===== src/rtl/disp_win_pkg.sv =====
package disp_win_pkg;
  localparam int COORD_W  = 16;
  localparam int PIX_W    = 16;
  localparam int CNT_W    = 2 * COORD_W;
  localparam int HDR_LAST = 10;

  localparam logic [7:0] CMD_COLUMN = 8'h2A;
  localparam logic [7:0] CMD_ROW    = 8'h2B;
  localparam logic [7:0] CMD_MEMWR  = 8'h2C;

  typedef enum logic [1:0] {
    ST_IDLE = 2'd0,
    ST_HDR  = 2'd1,
    ST_PIX  = 2'd2
  } seq_state_e;

  typedef struct packed {
    logic [COORD_W-1:0] xs;
    logic [COORD_W-1:0] xe;
    logic [COORD_W-1:0] ys;
    logic [COORD_W-1:0] ye;
  } window_t;
endpackage


===== src/rtl/dws_window_calc.sv =====
module dws_window_calc import disp_win_pkg::*; #(
  parameter int unsigned PANEL_W  = 240,
  parameter int unsigned PANEL_H  = 320,
  parameter int unsigned LEFT_OFS = 0,
  parameter int unsigned TOP_OFS  = 0
) (
  input  logic [COORD_W-1:0] x0,
  input  logic [COORD_W-1:0] y0,
  input  logic [COORD_W-1:0] x1,
  input  logic [COORD_W-1:0] y1,
  input  logic               blank,
  output window_t            win,
  output logic [CNT_W-1:0]   npix,
  output logic               empty
);
  localparam logic [COORD_W-1:0] FULL_W = COORD_W'(PANEL_W);
  localparam logic [COORD_W-1:0] FULL_H = COORD_W'(PANEL_H);
  localparam logic [COORD_W-1:0] OFS_X  = COORD_W'(LEFT_OFS);
  localparam logic [COORD_W-1:0] OFS_Y  = COORD_W'(TOP_OFS);
  localparam logic [COORD_W-1:0] ONE    = COORD_W'(1);

  logic [COORD_W-1:0] ex0, ey0, ex1, ey1;
  logic [COORD_W-1:0] span_x, span_y;
  logic [CNT_W-1:0]   wide_x, wide_y;

  always_comb begin
    if (blank) begin
      ex0 = '0;
      ey0 = '0;
      ex1 = FULL_W;
      ey1 = FULL_H;
    end else begin
      ex0 = x0;
      ey0 = y0;
      ex1 = x1;
      ey1 = y1;
    end
  end

  assign empty  = (ex1 <= ex0) || (ey1 <= ey0);
  assign span_x = ex1 - ex0;
  assign span_y = ey1 - ey0;
  assign wide_x = {{(CNT_W-COORD_W){1'b0}}, span_x};
  assign wide_y = {{(CNT_W-COORD_W){1'b0}}, span_y};
  assign npix   = wide_x * wide_y;

  assign win.xs = ex0 + OFS_X;
  assign win.xe = ex1 - ONE + OFS_X;
  assign win.ys = ey0 + OFS_Y;
  assign win.ye = ey1 - ONE + OFS_Y;
endmodule


===== src/rtl/dws_header_gen.sv =====
module dws_header_gen import disp_win_pkg::*; (
  input  logic [3:0] idx,
  input  window_t    win,
  output logic [7:0] hbyte,
  output logic       hdc
);
  logic               row_grp;
  logic [3:0]         sel;
  logic [COORD_W-1:0] s_val, e_val;

  assign row_grp = (idx > 4'd5);
  assign sel     = row_grp ? (idx - 4'd6) : (idx - 4'd1);
  assign s_val   = row_grp ? win.ys : win.xs;
  assign e_val   = row_grp ? win.ye : win.xe;

  always_comb begin
    hdc = 1'b1;
    case (idx)
      4'd0:  begin hbyte = CMD_COLUMN; hdc = 1'b0; end
      4'd5:  begin hbyte = CMD_ROW;    hdc = 1'b0; end
      4'd10: begin hbyte = CMD_MEMWR;  hdc = 1'b0; end
      default: begin
        case (sel[1:0])
          2'd0:    hbyte = s_val[15:8];
          2'd1:    hbyte = s_val[7:0];
          2'd2:    hbyte = e_val[15:8];
          default: hbyte = e_val[7:0];
        endcase
      end
    endcase
  end
endmodule


===== src/rtl/dws_pixel_stage.sv =====
module dws_pixel_stage import disp_win_pkg::*; (
  input  logic             clk,
  input  logic             rst_n,
  input  logic             start,
  input  logic [CNT_W-1:0] npix,
  input  logic             blank,
  input  logic             swap,
  input  logic             active,
  input  logic             pix_valid,
  output logic             pix_ready,
  input  logic [PIX_W-1:0] pix_data,
  output logic             byte_valid,
  input  logic             byte_ready,
  output logic [7:0]       byte_out,
  output logic             last_fire
);
  logic [CNT_W-1:0] remaining;
  logic [PIX_W-1:0] hold;
  logic             have, phase, blank_r, swap_r, fire;

  assign pix_ready  = active && !blank_r && !have;
  assign byte_valid = active && (blank_r || have);
  assign byte_out   = blank_r ? 8'h00 :
                      ((phase ^ swap_r) ? hold[7:0] : hold[15:8]);
  assign fire       = byte_valid && byte_ready;
  assign last_fire  = fire && phase && (remaining == CNT_W'(1));

  always_ff @(posedge clk) begin
    if (!rst_n) begin
      remaining <= '0;
      hold      <= '0;
      have      <= 1'b0;
      phase     <= 1'b0;
      blank_r   <= 1'b0;
      swap_r    <= 1'b0;
    end else if (start) begin
      remaining <= npix;
      have      <= 1'b0;
      phase     <= 1'b0;
      blank_r   <= blank;
      swap_r    <= swap;
    end else begin
      if (pix_valid && pix_ready) begin
        hold  <= pix_data;
        have  <= 1'b1;
        phase <= 1'b0;
      end
      if (fire) begin
        if (!phase) begin
          phase <= 1'b1;
        end else begin
          phase     <= 1'b0;
          have      <= 1'b0;
          remaining <= remaining - CNT_W'(1);
        end
      end
    end
  end


  cnt_live_chk: assert property (@(posedge clk) disable iff (!rst_n)
    active |-> (remaining != '0));


  pix_byte_hold_chk: assert property (@(posedge clk) disable iff (!rst_n)
    (byte_valid && !byte_ready && !blank_r) |=> (!pix_ready && $stable(hold)));
endmodule


===== src/rtl/disp_window_seq.sv =====
module disp_window_seq import disp_win_pkg::*; #(
  parameter int unsigned PANEL_W  = 240,
  parameter int unsigned PANEL_H  = 320,
  parameter int unsigned LEFT_OFS = 0,
  parameter int unsigned TOP_OFS  = 0
) (
  input  logic         clk,
  input  logic         rst_n,
  input  logic         req_valid,
  output logic         req_ready,
  input  logic [15:0]  req_x0,
  input  logic [15:0]  req_y0,
  input  logic [15:0]  req_x1,
  input  logic [15:0]  req_y1,
  input  logic         req_blank,
  input  logic         swap_en,
  input  logic         pix_valid,
  output logic         pix_ready,
  input  logic [15:0]  pix_data,
  output logic         out_valid,
  input  logic         out_ready,
  output logic [7:0]   out_byte,
  output logic         out_dc,
  output logic         done,
  output logic         err
);
  seq_state_e       state;
  logic [3:0]       hdr_idx;
  window_t          win_c, win_r;
  logic [CNT_W-1:0] npix_c;
  logic             empty_c, accept, start;
  logic [7:0]       hdr_byte, pix_byte;
  logic             hdr_dc, pix_bvalid, last_fire, in_hdr, in_pix;
  logic             done_r, err_r;

  dws_window_calc #(
    .PANEL_W(PANEL_W), .PANEL_H(PANEL_H),
    .LEFT_OFS(LEFT_OFS), .TOP_OFS(TOP_OFS)
  ) u_calc (
    .x0(req_x0), .y0(req_y0), .x1(req_x1), .y1(req_y1),
    .blank(req_blank), .win(win_c), .npix(npix_c), .empty(empty_c)
  );

  dws_header_gen u_hdr (
    .idx(hdr_idx), .win(win_r), .hbyte(hdr_byte), .hdc(hdr_dc)
  );

  assign in_hdr    = (state == ST_HDR);
  assign in_pix    = (state == ST_PIX);
  assign req_ready = (state == ST_IDLE) && rst_n;
  assign accept    = req_valid && req_ready;
  assign start     = accept && !empty_c;

  dws_pixel_stage u_pix (
    .clk(clk), .rst_n(rst_n), .start(start), .npix(npix_c),
    .blank(req_blank), .swap(swap_en), .active(in_pix),
    .pix_valid(pix_valid), .pix_ready(pix_ready), .pix_data(pix_data),
    .byte_valid(pix_bvalid), .byte_ready(out_ready), .byte_out(pix_byte),
    .last_fire(last_fire)
  );

  assign out_valid = in_hdr || pix_bvalid;
  assign out_byte  = in_hdr ? hdr_byte : pix_byte;
  assign out_dc    = in_hdr ? hdr_dc : 1'b1;
  assign done      = done_r;
  assign err       = err_r;

  always_ff @(posedge clk) begin
    if (!rst_n) begin
      state   <= ST_IDLE;
      hdr_idx <= '0;
      win_r   <= '0;
      done_r  <= 1'b0;
      err_r   <= 1'b0;
    end else begin
      done_r <= 1'b0;
      err_r  <= 1'b0;
      case (state)
        ST_IDLE: begin
          if (accept) begin
            if (empty_c) begin
              err_r <= 1'b1;
            end else begin
              win_r   <= win_c;
              hdr_idx <= '0;
              state   <= ST_HDR;
            end
          end
        end
        ST_HDR: begin
          if (out_ready) begin
            if (hdr_idx == 4'(HDR_LAST)) state <= ST_PIX;
            else hdr_idx <= hdr_idx + 4'd1;
          end
        end
        ST_PIX: begin
          if (last_fire) begin
            state  <= ST_IDLE;
            done_r <= 1'b1;
          end
        end
        default: state <= ST_IDLE;
      endcase
    end
  end


  out_hold_chk: assert property (@(posedge clk) disable iff (!rst_n)
    (out_valid && !out_ready) |=> (out_valid && $stable(out_byte) && $stable(out_dc)));


  done_after_byte_chk: assert property (@(posedge clk) disable iff (!rst_n)
    done |-> ($past(out_valid && out_ready) && !out_valid));


  err_quiet_chk: assert property (@(posedge clk) disable iff (!rst_n)
    err |-> (!out_valid && !done && !pix_ready));


  cmd_code_chk: assert property (@(posedge clk) disable iff (!rst_n)
    (out_valid && !out_dc) |-> (out_byte == CMD_COLUMN || out_byte == CMD_ROW ||
                                out_byte == CMD_MEMWR));


  busy_block_chk: assert property (@(posedge clk) disable iff (!rst_n)
    (out_valid || pix_ready) |-> !req_ready);
endmodule


===== config.mk =====
export PLATFORM = sky130hd
export DESIGN_NAME = disp_window_seq
export DESIGN_NICKNAME = d
export VERILOG_FILES = /design/src/rtl/disp_win_pkg.sv /design/src/rtl/dws_window_calc.sv /design/src/rtl/dws_header_gen.sv /design/src/rtl/dws_pixel_stage.sv /design/src/rtl/disp_window_seq.sv
export SDC_FILE = /design/constraint.sdc
export NUM_CORES = 1
export LEC_CHECK = 0
export BUFFER_PORTS_ARGS = -buffer_cell sky130_fd_sc_hd__buf_2
export CAP_MARGIN = 20
export CORE_ASPECT_RATIO = 1.75
export CORE_MARGIN = 2
export CORE_UTILIZATION = 64
export CTS_CLUSTER_DIAMETER = 30
export DETAILED_ROUTE_END_ITERATION = 16
export PLACE_DENSITY = 0.92
export SYNTH_ARGS = -nofsm -noshare
export SYNTH_HDL_FRONTEND = slang
export SYNTH_SLANG_ARGS = --single-unit

===== constraint.sdc =====
create_clock -name clk -period 14.3 [get_ports clk]
set_input_delay 2.86 -clock clk [delete_from_list [all_inputs] [get_ports clk]]
set_output_delay 2.86 -clock clk [all_outputs]
set_load 0.02 [all_outputs]

==> summary.txt, run 1 <==
Critical path
  • RR Startpoint: state[0]$_SDFFE_PN0P_
  • Critical path arrival: between 10 and 15 ns
  • Worst r2r dst: state[1]$_SDFFE_PN0P_
  • CP most frequent cell: fa_1
  • Buffers and inverters on the worst path: 7
  • Worst endpoint required time: between 10 and 15 ns
  • Critical Path Slowest Stage Cell: fa_1
  • Crit. End Element: flip-flop
  • Crit path max fanout: 39
  • Largest stage delay, worst path: 0.55 ns
  • Worst Reg-to-Reg Cells: 8
  • Flop-to-flop setup slack: 11.13 ns
  • Worst setup path category: in -> reg
  • Startpoint types: input pin
  • CP top delay family: adder cells

Floorplan
  • Ports: 101
  • Die span in y: 218 um
  • Die width: around 130 um
  • Die ar.: approximately 28000 sq um
  • Initial core utilization: 64.8%
  • Core Box Area: 25900 sq um
  • Cell row count: just under 80

Yosys
  • Warnings from Yosys: 0
  • Top cell type by total area after synthesis: fa_1
  • Seq/Total Area, Yosys: ~15%
  • Mapped Area: approximately 17000 sq um
  • Post-Synthesis Cells: 2092
  • Asr flop ratio synth: 0%
  • Yosys cell types: 71
  • EDFF count, synth: 0
  • Top-area cell type share of the netlist area: 23.4%
  • Synth area leaders: fa_1, dfxtp_1, ha_1, nand2_1, inv_1
  • Syn Nets: 2517
  • Top FF cell, synth: dfxtp_1
  • Syn_area_per_cell: ~8 sq um
  • Synthesized flop and latch total: between 100 and 150

Layout
  • Commonest non-fill, non-tap cell in the layout: nand2_1
  • Commonest cells after routing, fill and taps aside: nand2_1, inv_1, fa_1
  • Layout cell share with drive strength beyond 1: 9.06%
  • Final instance count without filler cells: around 2500
  • Area added between synthesis and finish: 8.21%
  • Fillers: 1905
  • Sequential standard cell area: 2480 sq um
  • Final net count: 2576
  • Multi-input gate area: 13000 sq um
  • Layout Utilization: about 70%

Route
  • 1st-pass router iterations: 6
  • Initial detailed-routing violation count: 1505
  • Post-DR vias/cell: 6.44
  • Via Count: 16010
  • Routed WL: 52.6 mm
  • WL per Instance: 21.2 um
  • DR DRC count: 0
  • ANT nets after route: 0

Clocking
  • CTS tree: built
  • Post-CTS setup buffers: 0
  • Root Buffer: clkbuf_16
  • Hold buffer count at cts: 0
  • Worst-case clock buffer depth: 2
  • CTS sink count: 124
  • Worst-path clk slew: 0.06 ns
  • Post-CTS resize count: 0
  • Clock H-tree levels: 4
  • TritonCTS Buffers: 17
  • Clk_lat worst skew: roughly 0.45 ns

Placement
  • DPL Wire Length: 40.9 mm
  • Final GP Congestion: 1.06
  • # placed instances: 2451
  • Port bufs: 100

Min path
  • Hold depth: 2
  • Worst Hold End: win_r[51]$_SDFFE_PN0P_
  • Worst hold-check path type: reg -> reg
  • HP Start: win_r[51]$_SDFFE_PN0P_

Timing
  • Hold Violations, Final: 0
  • Setup TNS: 0 ns
  • Final Setup Violations: 0
  • Final slew viol count: 0
  • Worst slew margin: approximately a quarter
  • Clock skew: approximately 0.010 ns
  • Fin crit period: 11.60 ns
  • Tcrit/Tclk final: 81.1%
  • Final hold slack: between 0.4 and 0.5 ns
  • RSZ-0062 raised after global routing: no
  • Fmax: 86.2 MHz
  • Slew @ Worst Pin: roughly 1.1 ns

Global route
  • Largest net degree at the start of global routing: 87
  • Vias in the first global route: 16576
  • First-pass GRT wire length: 83.8 mm
  • Gr usage total: between 30% and 40%
  • Initial antenna violation count: 1
  • Total congestion overflow: 0

Run
  • Max-Cap Viols: 0

Outcome
  • Status: complete, no violations
## logic make-up after synthesis
kind of cell	count (synthesis)	synth area share, %
AND/OR/NAND/NOR	793	22.0
multiplexers	12	0.799
XOR/XNOR	114	5.96
flip-flops	124	14.8
adder cells (fa/ha/maj)	339	34.1
buffers and inverters	344	7.96
AO/OA/AOI/OAI	366	14.4
## worst min-delay path: cells and delay by family (launching register included)
family | cells | cell delay [ns]
flip-flops | 1 | 0.31
AND/OR/NAND/NOR | 1 | 0.05
AO/OA/AOI/OAI | 1 | 0.05
## per-layer routing
layer / up-vias / wire length, um / share of wire, % / global-route usage [%]
met1: 7571 / 16800 / 32 / 40.3
met2: 1049 / 26100 / 50 / 68.0
met4: 0 / 5470 / 10 / 33.1
met3: 387 / 4210 / 8.0 / 6.58
li1: 7003 / - / - / -
met5: - / 0 / 0 / 0
## cell type report
type	instances	share of cell area, %
Antenna cell	1	0.0138
Clock buffer	18	2.42
Sequential cell	124	13.7
Tap cell	320	2.21
Multi-Input combinational cell	1624	71.6
Timing Repair Buffer	132	4.08
Inverter	252	5.22
Clock inverter	14	0.821
## state kept, by name, summed over array words and instances (netlist names)
name / count
win_r: 64
done: 1
u_pix.blank_r: 1
u_pix.swap_r: 1
state: 2
hdr_idx: 4
u_pix.hold: 16
u_pix.have: 1
u_pix.remaining: 32
err: 1
u_pix.phase: 1
## through the flow
step	cell area, sq um	worst slack, ns
global route	18100	2.30
CTS	18100	2.85
global placement	17500	2.70
finish	18100	2.70
detailed placement	17500	2.58
floorplan	16800	2.91
## how the worst max path moves through the flow
| stage | cells past startpoint | to | slack [ns] | start |
|---|---|---|---|---|
| after global placement | 32 | u_pix.remaining[30]$_SDFFE_PN0P_ | 2.70 | req_blank |
| after floorplan | 33 | u_pix.remaining[30]$_SDFFE_PN0P_ | 2.91 | req_blank |
| final | 34 | u_pix.remaining[24]$_SDFFE_PN0P_ | 2.70 | req_blank |
| after detailed placement | 32 | u_pix.remaining[30]$_SDFFE_PN0P_ | 2.58 | req_blank |
| after global routing | 34 | u_pix.remaining[24]$_SDFFE_PN0P_ | 2.30 | req_blank |
| after CTS | 34 | u_pix.remaining[30]$_SDFFE_PN0P_ | 2.85 | req_blank |
## cell usage after synthesis (5+ instances only)
cell      instances
nand2_1         307
inv_1           252
fa_1            196
nor2_1          174
ha_1            142
dfxtp_1         124
a21oi_1         104
clkbuf_1         68
xnor2_1          68
nand3_1          61
o21ai_0          61
nand2b_1         48
nor2b_1          46
xor2_1           46
nor3_1           39
a21o_1           30
and2_1           30
a21boi_0         29
a211oi_1         26
a31oi_1          22
and3_1           22
buf_2            16
nor4_1           14
or2_2            13
or3_1            12
a221oi_1         10
a311oi_1         10
mux2i_1          10
o211a_1           8
nand4_1           7
o211ai_1          7
o21a_1            7
o22ai_1           6
o31ai_1           6
or4_1             6
buf_1             5
nor3b_1           5
o21bai_1          5
Power of run 1 is not shown: default switching activity piles up to over one toggle a cycle in this logic, so the estimate is an artifact.
==> run 2, diff against run 1 <==
--- a/config.mk
+++ b/config.mk
@@ -9,10 +9,10 @@
 export CAP_MARGIN = 20
 export CORE_ASPECT_RATIO = 1.75
 export CORE_MARGIN = 2
-export CORE_UTILIZATION = 64
+export CORE_UTILIZATION = 58
 export CTS_CLUSTER_DIAMETER = 30
 export DETAILED_ROUTE_END_ITERATION = 16
-export PLACE_DENSITY = 0.92
+export PLACE_DENSITY = 0.89
 export SYNTH_ARGS = -nofsm -noshare
 export SYNTH_HDL_FRONTEND = slang
 export SYNTH_SLANG_ARGS = --single-unit
==> constraint.sdc (replaced) <==
create_clock -name clk -period 9.45 [get_ports clk]
set_input_delay 1.89 -clock clk [delete_from_list [all_inputs] [get_ports clk]]
set_output_delay 1.89 -clock clk [all_outputs]
set_load 0.02 [all_outputs]
==> summary.txt, run 2 (synthesis results as in run 1) <==
Clocking
  • Worst-case clock buffer depth: 2 (unchanged)
  • CTS sink count: 124 (unchanged)
  • CTS tree: built
  • Root Buffer: clkbuf_16
  • TritonCTS Buffers: 17 (unchanged)
  • Clk_lat worst skew: 0.45 ns (about the same)
  • Worst-path clk slew: 0.07 ns (about the same)
  • Clock H-tree levels: 4 (unchanged)

Floorplan
  • Core Box Area: 28500 sq um (+10%)
  • Die ar.: 30300 sq um (+10%)
  • Ports: 101 (unchanged)
  • Die span in y: 229 um (+5.0%)
  • Initial core utilization: 58.8% (-6.0 points)
  • Cell row count: 82 (+5.1%)
  • Die width: 133 um (+4.9%)

Layout
  • Layout cell share with drive strength beyond 1: 17.7% (+8.6 points)
  • Final net count: 2763 (+7.3%)
  • Top Registers: win_r (64), u_pix.remaining (32), u_pix.hold (16)
  • Antenna diode instance count: 0 (-1)
  • Commonest non-fill, non-tap cell in the layout: nand2_1
  • Biggest register: win_r
  • Max reg flops: 64 (unchanged)
  • Area added between synthesis and finish: 19.0%
  • Commonest cells after routing, fill and taps aside: nand2_1, inv_1, buf_4
  • Layout Utilization: 70.0% (-0.18 points)

Critical path
  • CP most frequent cell: fa_1
  • Buffers and inverters on the worst path: 8 (+1)
  • Startpoint types: input pin
  • Flop-to-flop setup slack: 6.35 ns (-4.78 ns)
  • Worst setup path category: in -> reg
  • Critical path arrival: 9.47 ns (-2.45 ns)
  • Worst r2r dst: state[1]$_SDFFE_PN0P_
  • Crit path max fanout: 17 (-56%)
  • Critical Path Slowest Stage Cell: xnor2_1
  • Worst endpoint required time: 9.82 ns (-4.80 ns)
  • CP top delay family: adder cells
  • Crit. End Element: flip-flop
  • Largest stage delay, worst path: 0.59 ns (+0.04 ns)
  • Critical Path Start: req_blank
  • RR Startpoint: state[0]$_SDFFE_PN0P_
  • Worst Reg-to-Reg Cells: 8 (unchanged)

Placement
  • DPL Wire Length: 44.0 mm (+7.6%)
  • Final GP Congestion: 1.05 (-1.3%)
  • Port bufs: 100 (unchanged)
  • DP Worst Slack: -0.187 ns (-2.77 ns)

Route
  • Via Count: 16436 (+2.7%)
  • 1st-pass router iterations: 6 (unchanged)
  • Initial detailed-routing violation count: 1349 (-10%)
  • ANT nets after route: 0 (unchanged)
  • DR DRC count: 0 (unchanged)
  • WL per Instance: 20.1 um (-5.2%)
  • Post-DR vias/cell: 6.02 (-6.5%)
  • Routed WL: 54.8 mm (+4.1%)

Timing
  • Final WS setup: 0.350 ns (-2.35 ns)
  • Final slew viol count: 0 (unchanged)
  • Hold Violations, Final: 0 (unchanged)
  • Worst slew margin: 36.7% (+13 points)
  • Final Setup Violations: 0 (unchanged)
  • Fmax: 110 MHz
  • Clock skew: 0.0116 ns (+0.00112 ns)
  • Tcrit/Tclk final: 96.3%
  • Fin crit period: 9.10 ns
  • Slew @ Worst Pin: 0.948 ns (-0.195 ns)

Global route
  • Vias in the first global route: 17559 (+5.9%)
  • Largest net degree at the start of global routing: 118 (+36%)
  • First-pass GRT wire length: 86.7 mm (+3.4%)
  • Gr usage total: 36.5% (-2.5 points)
  • Initial antenna violation count: 0 (-1)
  • Total congestion overflow: 0 (unchanged)

Run
  • Max-Cap Viols: 0 (unchanged)

Min path
  • Worst Hold End: win_r[51]$_SDFFE_PN0P_
  • HP Start: win_r[51]$_SDFFE_PN0P_
  • Worst hold-check path type: reg -> reg
  • Hold depth: 2 (unchanged)

Outcome
  • Status: complete, no violations
-- run 2: cell types whose count changed in the layout (fill, tap and decap cells not counted), sizes merged --
cell / previous run / this run
buf: 132 / 319
inv: 262 / 252
clkinv: 1 / 5
bufinv: 1 / 3
clkinvlp: 2 / 4
clkbuf: 18 / 19
diode: 1 / 0
-- run 2: layout make-up --
type	instances	area, sq um
repair buffers	319	2200
clock buffers	19	443
well taps	378	473
flip-flops and latches	124	2480
fillers	2194	8570
inverters	252	950
multi-input cells	1624	13200
clock inverters	12	165
-- run 2: repair_timing --
action,CTS,global route
resized for setup,0,18
hold buffers,0,0
endpoints found under the setup margin,0,10
buffers inserted,0,2
-- run 2: worst max path at each step --
stage / to / slack (ns) / cells past startpoint
final: u_pix.remaining[29]$_SDFFE_PN0P_ / 0.35 / 31
after detailed placement: u_pix.remaining[25]$_SDFFE_PN0P_ / -0.19 / 35
after CTS: u_pix.remaining[25]$_SDFFE_PN0P_ / 0.24 / 34
after floorplan: u_pix.remaining[30]$_SDFFE_PN0P_ / 0.001 / 35
after global routing: u_pix.remaining[30]$_SDFFE_PN0P_ / -0.03 / 34
after global placement: u_pix.remaining[31]$_SDFFE_PN0P_ / -0.03 / 34
-- run 2: layer usage --
| layer | vias to the layer above | GRT usage (%) | routed length [um] |
|---|---|---|---|
| li1 | 7375 | - | - |
| met1 | 7852 | 33.7 | 17300 |
| met2 | 855 | 67.8 | 28300 |
| met3 | 354 | 6.05 | 3470 |
| met4 | 0 | 31.5 | 5710 |
| met5 | - | 0 | 0 |
-- run 2: metrics by stage --
step / instances / instance area (sq um) / setup TNS [ns] / hold WS (ns)
2_1_floorplan: 2092 / 17100 / 0 / 0.429
6_report: 2728 / 20000 / 0 / 0.452
3_3_place_gp: 2694 / 19200 / -0.0374 / 0.440
5_1_grt: 2728 / 20000 / -0.0377 / 0.472
4_1_cts: 2725 / 19800 / 0 / 0.455
3_5_place_dp: 2694 / 19200 / -1.09 / 0.448
-- run 2: worst min-delay path: stages, from the launching register on --
cell and delay [ns]:
dfxtp_1 0.30, nand2_1 0.05, a21oi_1 0.05
Power of run 2 is left out for the same reason.
==> run 3, diff against run 2 <==
--- a/config.mk
+++ b/config.mk
@@ -5,6 +5,7 @@
 export SDC_FILE = /design/constraint.sdc
 export NUM_CORES = 1
 export LEC_CHECK = 0
+export ABC_AREA = 1
 export BUFFER_PORTS_ARGS = -buffer_cell sky130_fd_sc_hd__buf_2
 export CAP_MARGIN = 20
 export CORE_ASPECT_RATIO = 1.75
@@ -12,7 +13,8 @@
 export CORE_UTILIZATION = 58
 export CTS_CLUSTER_DIAMETER = 30
 export DETAILED_ROUTE_END_ITERATION = 16
-export PLACE_DENSITY = 0.89
+export PLACE_DENSITY = 0.88
+export SKIP_LAST_GASP = 1
 export SYNTH_ARGS = -nofsm -noshare
 export SYNTH_HDL_FRONTEND = slang
 export SYNTH_SLANG_ARGS = --single-unit
==> summary.txt, run 3 <==
Outcome
  • Status: complete, but fails checks
  • Violated checks: design-rule violations

Critical path
  • Worst endpoint required time: 9.78 ns (-0.04 ns)
  • Critical Path Slowest Stage Cell: fa_2
  • Buffers and inverters on the worst path: 7 (-1)
  • Startpoint types: input pin
  • Worst setup path category: in -> reg
  • Critical path arrival: 9.42 ns (-0.05 ns)
  • Crit path max fanout: 11 (-6)
  • CP most frequent cell: nand2_1
  • Worst Reg-to-Reg Cells: 10 (+2)
  • CP top delay family: adder cells
  • Largest stage delay, worst path: 0.68 ns (+0.09 ns)
  • Critical path depth: 33 (+6.5%)
  • Crit. End Element: flip-flop

Layout
  • Commonest cells after routing, fill and taps aside: nand2_1, inv_1, nor2_1
  • Area added between synthesis and finish: 10.4%
  • Commonest non-fill, non-tap cell in the layout: nand2_1
  • Biggest register: win_r
  • Final net count: 3127 (+13%)
  • Max reg flops: 64 (unchanged)
  • Design area: 19500 sq um (-2.2%)
  • Layout Utilization: 64.9% (-5.0 points)
  • Layout cell share with drive strength beyond 1: 9.21% (-8.5 points)
  • Top Registers: win_r (64), u_pix.remaining (32), u_pix.hold (16)

Yosys
  • Top FF cell, synth: dfxtp_1
  • Top cell type by total area after synthesis: fa_1
  • Synth top cells by count: nand2_1, inv_1, nor2_1
  • Warnings from Yosys: 0 (unchanged)
  • Top-count cell post-synth: nand2_1
  • Asr flop ratio synth: 0% (unchanged)
  • Xor and xnor area share after synthesis: 3.72% (-2.2 points)
  • Synth area leaders: fa_1, dfxtp_1, nand2_1, ha_1, inv_1
  • Syn Nets: 3016 (+20%)
  • Synthesized flop and latch total: 124 (unchanged)
  • Post-Synth Simple-Gate Area: 27.0% (+5.0 points)
  • Post-Synthesis Cells: 2591 (+24%)
  • Complex-gate fraction of the synthesized area: 10.5% (-4.0 points)
  • Top-area cell type share of the netlist area: 22.2% (-1.2 points)
  • Mapped Area: 17700 sq um (+5.4%)
  • EDFF count, synth: 0 (unchanged)
  • Adder-cell share of the synthesized area: 32.3% (-1.8 points)
  • Yosys cell types: 50 (-30%)
  • Seq/Total Area, Yosys: 14.1% (-0.76 points)
  • Post-synthesis mux area share: 0.255% (-0.54 points)
  • Largest family of logic cells by synthesized area: adder cells
  • Syn_area_per_cell: 6.82 sq um (-15%)

Timing
  • Tcrit/Tclk final: 96.1% (-0.15 points)
  • Final Setup Violations: 0 (unchanged)
  • Fmax: 110 MHz (+0.16%)
  • Worst slew margin: 38.3% (+1.6 points)
  • Fin crit period: 9.09 ns (-0.0146 ns)
  • Hold Violations, Final: 0 (unchanged)
  • RSZ-0062 raised after global routing: no
  • Slew @ Worst Pin: 0.926 ns (-0.0225 ns)
  • Final slew viol count: 0 (unchanged)
  • Clock skew: 0.0100 ns (-0.00157 ns)

Route
  • Routed WL: 62.6 mm (+14%)
  • 1st-pass router iterations: 12 (+6)
  • Via Count: 17916 (+9.0%)
  • ANT nets after route: 0 (unchanged)
  • Initial detailed-routing violation count: 1700 (+26%)
  • WL per Instance: 20.2 um (+0.48%)
  • Post-DR vias/cell: 5.77 (-4.2%)
  • DR DRC count: 1 (+1)

Global route
  • Total congestion overflow: 0 (unchanged)
  • Gr usage total: 40.4% (+3.9 points)
  • Initial antenna violation count: 4 (+4)
  • Largest net degree at the start of global routing: 88 (-25%)
  • Vias in the first global route: 18520 (+5.5%)
  • First-pass GRT wire length: 97.8 mm (+13%)

Floorplan
  • Ports: 101 (unchanged)
  • Die span in y: 235 um (+2.6%)
  • Core Box Area: 30100 sq um (+5.4%)
  • Die width: 136 um (+2.6%)
  • Cell row count: 84 (+2.4%)
  • Initial core utilization: 58.8% (about the same)
  • Die ar.: 31900 sq um (+5.3%)

Clocking
  • Hold buffer count at cts: 0 (unchanged)
  • Worst-case clock buffer depth: 2 (unchanged)
  • Clk_lat worst skew: 0.43 ns (-0.02 ns)
  • TritonCTS Buffers: 17 (unchanged)
  • Root Buffer: clkbuf_16
  • Clock H-tree levels: 4 (unchanged)
  • Worst-path clk slew: 0.06 ns (about the same)
  • CTS sink count: 124 (unchanged)
  • CTS tree: built

Run
  • Max-Cap Viols: 0 (unchanged)

Placement
  • Placed Instance Area: 18800 sq um (-2.1%)
  • DPL Wire Length: 50.8 mm (+16%)
  • Port bufs: 100 (unchanged)
  • Final GP Congestion: 1.04 (-0.53%)

Min path
  • Hold depth: 2 (unchanged)
  • Worst hold-check path type: reg -> reg
-- run 3: cell type report --
| cell class | instances | area (sq um) |
|---|---|---|
| antenna | 2 | 5.00 |
| clock buffer | 18 | 429 |
| clock inverter | 14 | 230 |
| fill | 2805 | 10600 |
| inverter | 473 | 1780 |
| multi-input combinational | 1916 | 13000 |
| sequential | 124 | 2480 |
| tap | 387 | 484 |
| timing repair buffer | 170 | 1050 |
-- run 3: per-stage QoR --
step	instances	setup slack [ns]	TNS (ns)	hold WS, ns
6_report	3104	0.364	0	0.457
5_1_grt	3104	0.00553	0	0.481
4_1_cts	3101	0.404	0	0.455
3_5_place_dp	3069	-0.0255	-0.0537	0.446
3_3_place_gp	3069	0.0958	0	0.435
2_1_floorplan	2591	0.233	0	0.425
-- run 3: per-layer routing --
layer  GRT usage (%)  part of all wire (%)
met1            40.0                    32
met2            69.5                    49
met3            8.44                   7.2
met4            36.3                    11
met5               0                 0.046
-- run 3: repair_timing --
| action | 4_1_cts | 5_1_grt |
|---|---|---|
| endpoints found under the setup margin | 0 | 13 |
| buffers inserted | 0 | 1 |
| resized for setup | 0 | 10 |
-- run 3: logic make-up after synthesis --
family	after synthesis
buf+inv	551
flops	124
compound gates	349
mux	4
xor+xnor	75
fa+ha+maj	338
simple gates	1150
-- run 3: final timing paths --
check                                           to              startpoint  slack [ns]
setup / recovery  u_pix.remaining[18]$_SDFFE_PN0P_               req_blank        0.36
hold / removal              win_r[42]$_SDFFE_PN0P_  win_r[42]$_SDFFE_PN0P_        0.46
setup reg to reg            win_r[56]$_SDFFE_PN0P_   state[1]$_SDFFE_PN0P_        5.84
hold reg to reg             win_r[42]$_SDFFE_PN0P_  win_r[42]$_SDFFE_PN0P_        0.46
-- run 3: tightest hold or removal path: stages, from the launching register on --
cell	delay (ns)
dfxtp_1	0.30
inv_1	0.06
a21oi_1	0.06
Power of run 3 is left out for the same reason.
